==> src/rtl/audio_fifo_pkg.sv <==
package audio_fifo_pkg;
  localparam int SAMPLE_W   = 32;
  localparam int QUEUE_DEPTH = 8;
  localparam int STAT_LVL_W = 5;
  localparam int IRQ_THR_W  = 4;
  localparam int DMA_THR_W  = 5;
  localparam int NUM_SRC    = 3;
  localparam int RX_LVL_LSB = 8;
  localparam int TX_LVL_LSB = 16;
endpackage

==> src/rtl/afq_rst_sync.sv <==
module afq_rst_sync (
  input  logic clk,
  input  logic rst_n,
  output logic rst_n_sync
);
  logic [1:0] stage_q;

  always_ff @(posedge clk or negedge rst_n) begin
    if (!rst_n) stage_q <= 2'b00;
    else        stage_q <= {stage_q[0], 1'b1};
  end

  assign rst_n_sync = stage_q[1];
endmodule

==> src/rtl/afq_fifo.sv <==
module afq_fifo #(
  parameter int DATA_W = 32,
  parameter int DEPTH  = 8,
  localparam int PTR_W = (DEPTH > 1) ? $clog2(DEPTH) : 1,
  localparam int LVL_W = $clog2(DEPTH + 1)
) (
  input  logic              clk,
  input  logic              rst_n,
  input  logic              clr,
  input  logic              push,
  input  logic [DATA_W-1:0] push_data,
  input  logic              pop,
  output logic [DATA_W-1:0] pop_data,
  output logic [LVL_W-1:0]  level
);
  logic [DATA_W-1:0] mem [DEPTH];
  logic [PTR_W-1:0]  wptr_q, wptr_d, rptr_q, rptr_d;
  logic [LVL_W-1:0]  lvl_q, lvl_d;
  logic [DATA_W-1:0] rd_q, rd_d;
  logic              full, empty, push_ok, pop_ok;

  assign full    = (lvl_q == LVL_W'(DEPTH));
  assign empty   = (lvl_q == '0);
  assign push_ok = push && !full && !clr;
  assign pop_ok  = pop && !empty && !clr;

  function automatic logic [PTR_W-1:0] ptr_inc(input logic [PTR_W-1:0] p);
    return (p == PTR_W'(DEPTH - 1)) ? '0 : p + 1'b1;
  endfunction

  always_comb begin
    wptr_d = wptr_q;
    rptr_d = rptr_q;
    lvl_d  = lvl_q;
    rd_d   = rd_q;
    if (clr) begin
      wptr_d = '0;
      rptr_d = '0;
      lvl_d  = '0;
    end else begin
      if (push_ok) wptr_d = ptr_inc(wptr_q);
      if (pop_ok) begin
        rptr_d = ptr_inc(rptr_q);
        rd_d   = mem[rptr_q];
      end
      case ({push_ok, pop_ok})
        2'b10:   lvl_d = lvl_q + 1'b1;
        2'b01:   lvl_d = lvl_q - 1'b1;
        default: lvl_d = lvl_q;
      endcase
    end
  end

  always_ff @(posedge clk or negedge rst_n) begin
    if (!rst_n) begin
      wptr_q <= '0;
      rptr_q <= '0;
      lvl_q  <= '0;
      rd_q   <= '0;
    end else begin
      wptr_q <= wptr_d;
      rptr_q <= rptr_d;
      lvl_q  <= lvl_d;
      rd_q   <= rd_d;
    end
  end

  always_ff @(posedge clk) begin
    if (push_ok) mem[wptr_q] <= push_data;
  end

  assign pop_data = rd_q;
  assign level    = lvl_q;

  assert_level_bound_R1: assert property (@(posedge clk) disable iff (!rst_n)
    lvl_q <= LVL_W'(DEPTH));
  assert_no_overflow_R3: assert property (@(posedge clk) disable iff (!rst_n)
    (full && push && !pop && !clr) |=> (lvl_q == LVL_W'(DEPTH)));
  assert_no_underflow_R4: assert property (@(posedge clk) disable iff (!rst_n)
    (empty && pop && !clr) |=> ($stable(rd_q) && lvl_q == '0));
  assert_clear_empties_R10: assert property (@(posedge clk) disable iff (!rst_n)
    clr |=> (lvl_q == '0));
endmodule

==> src/rtl/afq_req.sv <==
module afq_req #(
  parameter int LVL_W = 5
) (
  input  logic             clk,
  input  logic             rst_n,
  input  logic             en_rx,
  input  logic             en_tx,
  input  logic [LVL_W-1:0] thr_rx,
  input  logic [LVL_W-1:0] thr_tx,
  input  logic [LVL_W-1:0] rx_level,
  input  logic [LVL_W-1:0] tx_level,
  output logic             req
);
  logic rx_hit, tx_hit;

  always_comb begin
    rx_hit = en_rx && (rx_level >= thr_rx);
    tx_hit = en_tx && (tx_level <= thr_tx);
    req    = rx_hit || tx_hit;
  end

  assert_idle_when_disabled_R7: assert property (@(posedge clk) disable iff (!rst_n)
    (!en_rx && !en_tx) |-> !req);
  assert_empty_tx_requests_R6: assert property (@(posedge clk) disable iff (!rst_n)
    (en_tx && tx_level == '0) |-> req);
endmodule

==> src/rtl/audio_req_fifo.sv <==
module audio_req_fifo
  import audio_fifo_pkg::*;
(
  input  logic                 clk,
  input  logic                 rst_n,
  input  logic                 bus_tx_push,
  input  logic [SAMPLE_W-1:0]  bus_tx_data,
  input  logic                 ser_tx_pop,
  output logic [SAMPLE_W-1:0]  ser_tx_data,
  input  logic                 ser_rx_push,
  input  logic [SAMPLE_W-1:0]  ser_rx_data,
  input  logic                 bus_rx_pop,
  output logic [SAMPLE_W-1:0]  bus_rx_data,
  input  logic                 tx_clear,
  input  logic                 rx_clear,
  input  logic [NUM_SRC-1:0]   src_rx_en,
  input  logic [NUM_SRC-1:0]   src_tx_en,
  input  logic [IRQ_THR_W-1:0] irq_rx_thr,
  input  logic [IRQ_THR_W-1:0] irq_tx_thr,
  input  logic [DMA_THR_W-1:0] dma1_rx_thr,
  input  logic [DMA_THR_W-1:0] dma1_tx_thr,
  input  logic [DMA_THR_W-1:0] dma2_rx_thr,
  input  logic [DMA_THR_W-1:0] dma2_tx_thr,
  output logic [31:0]          status,
  output logic                 irq_req,
  output logic                 dma1_req,
  output logic                 dma2_req
);
  localparam int LVL_W = $clog2(QUEUE_DEPTH + 1);

  logic                  rst_n_s;
  logic [LVL_W-1:0]      tx_lvl, rx_lvl;
  logic [STAT_LVL_W-1:0] tx_lvl_x, rx_lvl_x;
  logic [STAT_LVL_W-1:0] rx_thr_a [NUM_SRC];
  logic [STAT_LVL_W-1:0] tx_thr_a [NUM_SRC];
  logic [NUM_SRC-1:0]    req_v;

  afq_rst_sync u_rst (.clk(clk), .rst_n(rst_n), .rst_n_sync(rst_n_s));

  afq_fifo #(.DATA_W(SAMPLE_W), .DEPTH(QUEUE_DEPTH)) u_txq (
    .clk(clk), .rst_n(rst_n_s), .clr(tx_clear),
    .push(bus_tx_push), .push_data(bus_tx_data),
    .pop(ser_tx_pop), .pop_data(ser_tx_data), .level(tx_lvl));

  afq_fifo #(.DATA_W(SAMPLE_W), .DEPTH(QUEUE_DEPTH)) u_rxq (
    .clk(clk), .rst_n(rst_n_s), .clr(rx_clear),
    .push(ser_rx_push), .push_data(ser_rx_data),
    .pop(bus_rx_pop), .pop_data(bus_rx_data), .level(rx_lvl));

  assign tx_lvl_x = STAT_LVL_W'(tx_lvl);
  assign rx_lvl_x = STAT_LVL_W'(rx_lvl);

  // Interrupt thresholds are narrower; zero-extend them to the level width.
  assign rx_thr_a[0] = STAT_LVL_W'(irq_rx_thr);
  assign tx_thr_a[0] = STAT_LVL_W'(irq_tx_thr);
  assign rx_thr_a[1] = dma1_rx_thr;
  assign tx_thr_a[1] = dma1_tx_thr;
  assign rx_thr_a[2] = dma2_rx_thr;
  assign tx_thr_a[2] = dma2_tx_thr;

  for (genvar g = 0; g < NUM_SRC; g++) begin : g_src
    afq_req #(.LVL_W(STAT_LVL_W)) u_req (
      .clk(clk), .rst_n(rst_n_s),
      .en_rx(src_rx_en[g]), .en_tx(src_tx_en[g]),
      .thr_rx(rx_thr_a[g]), .thr_tx(tx_thr_a[g]),
      .rx_level(rx_lvl_x), .tx_level(tx_lvl_x),
      .req(req_v[g]));
  end

  assign irq_req  = req_v[0];
  assign dma1_req = req_v[1];
  assign dma2_req = req_v[2];

  always_comb begin
    status = '0;
    status[NUM_SRC-1:0] = req_v;
    status[RX_LVL_LSB +: STAT_LVL_W] = rx_lvl_x;
    status[TX_LVL_LSB +: STAT_LVL_W] = tx_lvl_x;
  end
endmodule

==> config.mk <==
export PLATFORM = sky130hd
export DESIGN_NAME = audio_req_fifo
export DESIGN_NICKNAME = d
export VERILOG_FILES = /design/src/rtl/audio_fifo_pkg.sv /design/src/rtl/afq_rst_sync.sv /design/src/rtl/afq_fifo.sv /design/src/rtl/afq_req.sv /design/src/rtl/audio_req_fifo.sv
export SDC_FILE = /design/constraint.sdc
export NUM_CORES = 1
export LEC_CHECK = 0
export CAP_MARGIN = 20
export CORE_MARGIN = 4
export CORE_UTILIZATION = 45
export CTS_CLUSTER_SIZE = 40
export DETAILED_ROUTE_END_ITERATION = 10
export PLACE_DENSITY_LB_ADDON = 0.3
export SLEW_MARGIN = 10
export SYNTH_ARGS = -nofsm -noshare
export SYNTH_HDL_FRONTEND = slang
export SYNTH_SLANG_ARGS = --single-unit
export TNS_END_PERCENT = 5
==> constraint.sdc <==
create_clock -name clk -period 4.3 [get_ports clk]
set_clock_uncertainty 0.05 [all_clocks]
set_input_delay 0.86 -clock clk [delete_from_list [all_inputs] [get_ports clk]]
set_output_delay 0.86 -clock clk [all_outputs]
set_load 0.01 [all_outputs]
==> metrics.txt <==
status=finished clean; Final min period=3.81 ns; GRT Total Usage=0.170; largest net degree at the start of global routing=65; RD Place Congestion=0.771; DRC viols=0; Post-synth EDFFs=512; Max-Cap Viols=0; Layout Utilization=0.545; final setup fails=0; critical path launch point type=flop; first-pass GRT wire length=73300 um; Worst slew margin=0.386; placed wire-length estimate=26300 um; Pwr Total=0.0154 W; die area=56000 um2; via count=11600; cts bufs inserted=60; Rows=83; clock latency at the later pin of the worst-skew pair=0.60 ns; Top-Level Pins=205; Nets=1562; fin. max-slew vios=0; Clock transition at path regs=0.06 ns; Crit. Startpoint=u_rxq.level[0]; Post-CTS Setup Bufs=0; die width=237 um; total internal power=0.0114 W; post-synthesis register bit count=598; reg2reg start=u_rxq.level[1]; vias in the first global route=11900; Setup TNS=0 ns; antenna violations before repair=3; Pleak=9.29 nW; Pwr per Cell Area=548 nW/um2; core area=51500 um2; number of DRC markers in iteration 0=868; antenna cells=0; Synth warnings=0; switching power=0.00400 W; CP Data Arrival Time=2.90 ns; GR Overflow Total=0; Tcrit/Tclk final=0.886; Via density=5.39; Buffers on Ports=183; Seq pwr share=0.474; Placed Cells=2036; P&R area growth vs syn=19.3%; Mapped Cells=1202; Fmax=0.262 GHz; Switching Fraction=0.260; Least-Margin Pin Slew=0.922 ns; Finished Layout Cells=2149; Setup CP Type=flop to output port; Yosys cell types=39; top_reg_cell synth=edfxtp_1; TritonCTS Sinks=598; worst IR drop on VDD=0.401 mV; CP required=3.39 ns; clock buffer depth=3; TritonCTS clock tree=yes; final hold violation count=0; H-tree depth=2; Syn Std Cell Area=23500 um2; Critical Path Fanout Max=8; Comb pwr share=0.206; setup repair after global routing missed its margin=no; clock power share=0.320; root buf cell=clkbuf_16; CP Capture Type=output port; 1st-pass router iterations=5; sequential area share after synthesis=0.746; routed len/inst=22.2 um; Hold WC Path Type=flop to async pin; Avg Synthesized Cell Area=19.6 um2; CTS Hold Bufs=0; Die Ht=237 um; total wire length=47700 um; Initial Utilization=0.456; Post-synth ARST share=0.144; Post-CTS Resized=0; antenna-violating nets left=0; layout cells sized above 1=0.182
[cell families (layout without fill, tap and decap cells)]
logic type	after synthesis	in the layout	share of synthesized area
and+or+nand+nor	150	150	0.0284
DFF	598	598	0.746
other	2	22	0.000319
buffers and inverters	101	348	0.0224
AOI/OAI and AO/OA	107	107	0.0270
muxes	199	199	0.153
adders and majority gates	38	38	0.0209
xor gates and xnor gates	7	7	0.00261
[cell usage after synthesis, drive strengths merged, types with 7 or more instances]
cell    number  area, um2
mux2i       71        711
nand2       10       37.5
edfxtp     512      15400
dfrtp       86       2150
nor3         8       40.0
mux4       128       2880
nor2       100        375
nand2b       7       43.8
clkbuf      17       63.8
buf         60        372
inv         24       90.1
ha          36        450
a21oi       79        395
[final timing paths]
kind                                      end  slack (ns)  cells past startpoint
hold / removal             u_rxq.pop_data[14]        0.19                      0
setup / recovery                    status[0]        0.49                      8
setup reg to reg               u_rxq.level[3]        1.43                      9
min in group clk             u_rst.stage_q[1]        0.30                      0
max in group asynchronous     u_txq.rptr_q[0]        2.97                      1
hold reg to reg            u_rxq.pop_data[14]        0.19                      0
[power by group through the flow]
stage / sequential, W / clock, W / combinational (W)
finish: 0.00730 / 0.00492 / 0.00317
floorplan: 0.00731 / 0 / 0.00197
global placement: 0.00742 / 0 / 0.00317
detailed placement: 0.00744 / 0 / 0.00322
global route: 0.00739 / 0.00530 / 0.00346
CTS: 0.00732 / 0.00504 / 0.00323
[through the flow]
stage | instance area [um2] | hold slack, ns | setup WS, ns
final | 28100 | 0.193 | 0.489
after floorplan | 23600 | 0.281 | 0.0388
after detailed placement | 26200 | 0.215 | 0.493
after global placement | 26200 | 0.212 | 0.498
after global routing | 28100 | 0.231 | 0.296
after CTS | 28100 | 0.223 | 0.424
[worst max-delay path, cell delays in order (launching register included)]
cell and delay [ns]:
dfrtp_1 0.56, inv_1 0.17, ha_1 0.29, nand2b_1 0.14, a21o_1 0.17, a211o_1 0.28, o211ai_1 0.08, nand3_1 0.12
clkdlybuf4s50_1 0.49
[flip-flops by register name (all words and copies together) (netlist names)]
name	flops
u_rst.stage_q	2
u_rxq.level	4
u_rxq.mem	256
u_rxq.pop_data	32
u_rxq.rptr_q	3
u_rxq.wptr_q	3
u_txq.level	4
u_txq.mem	256
u_txq.pop_data	32
u_txq.rptr_q	3
u_txq.wptr_q	3
[cell usage in the layout (no fill, tap or decap), drive strengths merged, types with 11 or more instances in the layout]
master | Yosys | routed
buf | 60 | 28
clkbuf | 17 | 96
conb | 2 | 22
clkdlybuf4s50 | 0 | 183
edfxtp | 512 | 512
clkinv | 0 | 11
nor2 | 100 | 100
dfrtp | 86 | 86
inv | 24 | 26
a21oi | 79 | 79
ha | 36 | 36
mux4 | 128 | 128
mux2i | 71 | 71
[cell type report]
class | count | area, um2
multi-input combinational | 523 | 5650
clock inverter | 17 | 160
sequential | 598 | 17500
fill | 3998 | 23500
inverter | 24 | 90.1
timing repair buffer | 211 | 2050
clock buffer | 96 | 1710
tap | 680 | 851
[metal layers]
layer	up-vias	share of wire	global-route usage
met5	-	0.00096	0
met4	6	0.017	0.0379
met3	70	0.054	0.0334
met2	293	0.50	0.280
met1	6029	0.43	0.239
li1	5186	-	-
Power figures use the tool's default switching activity.
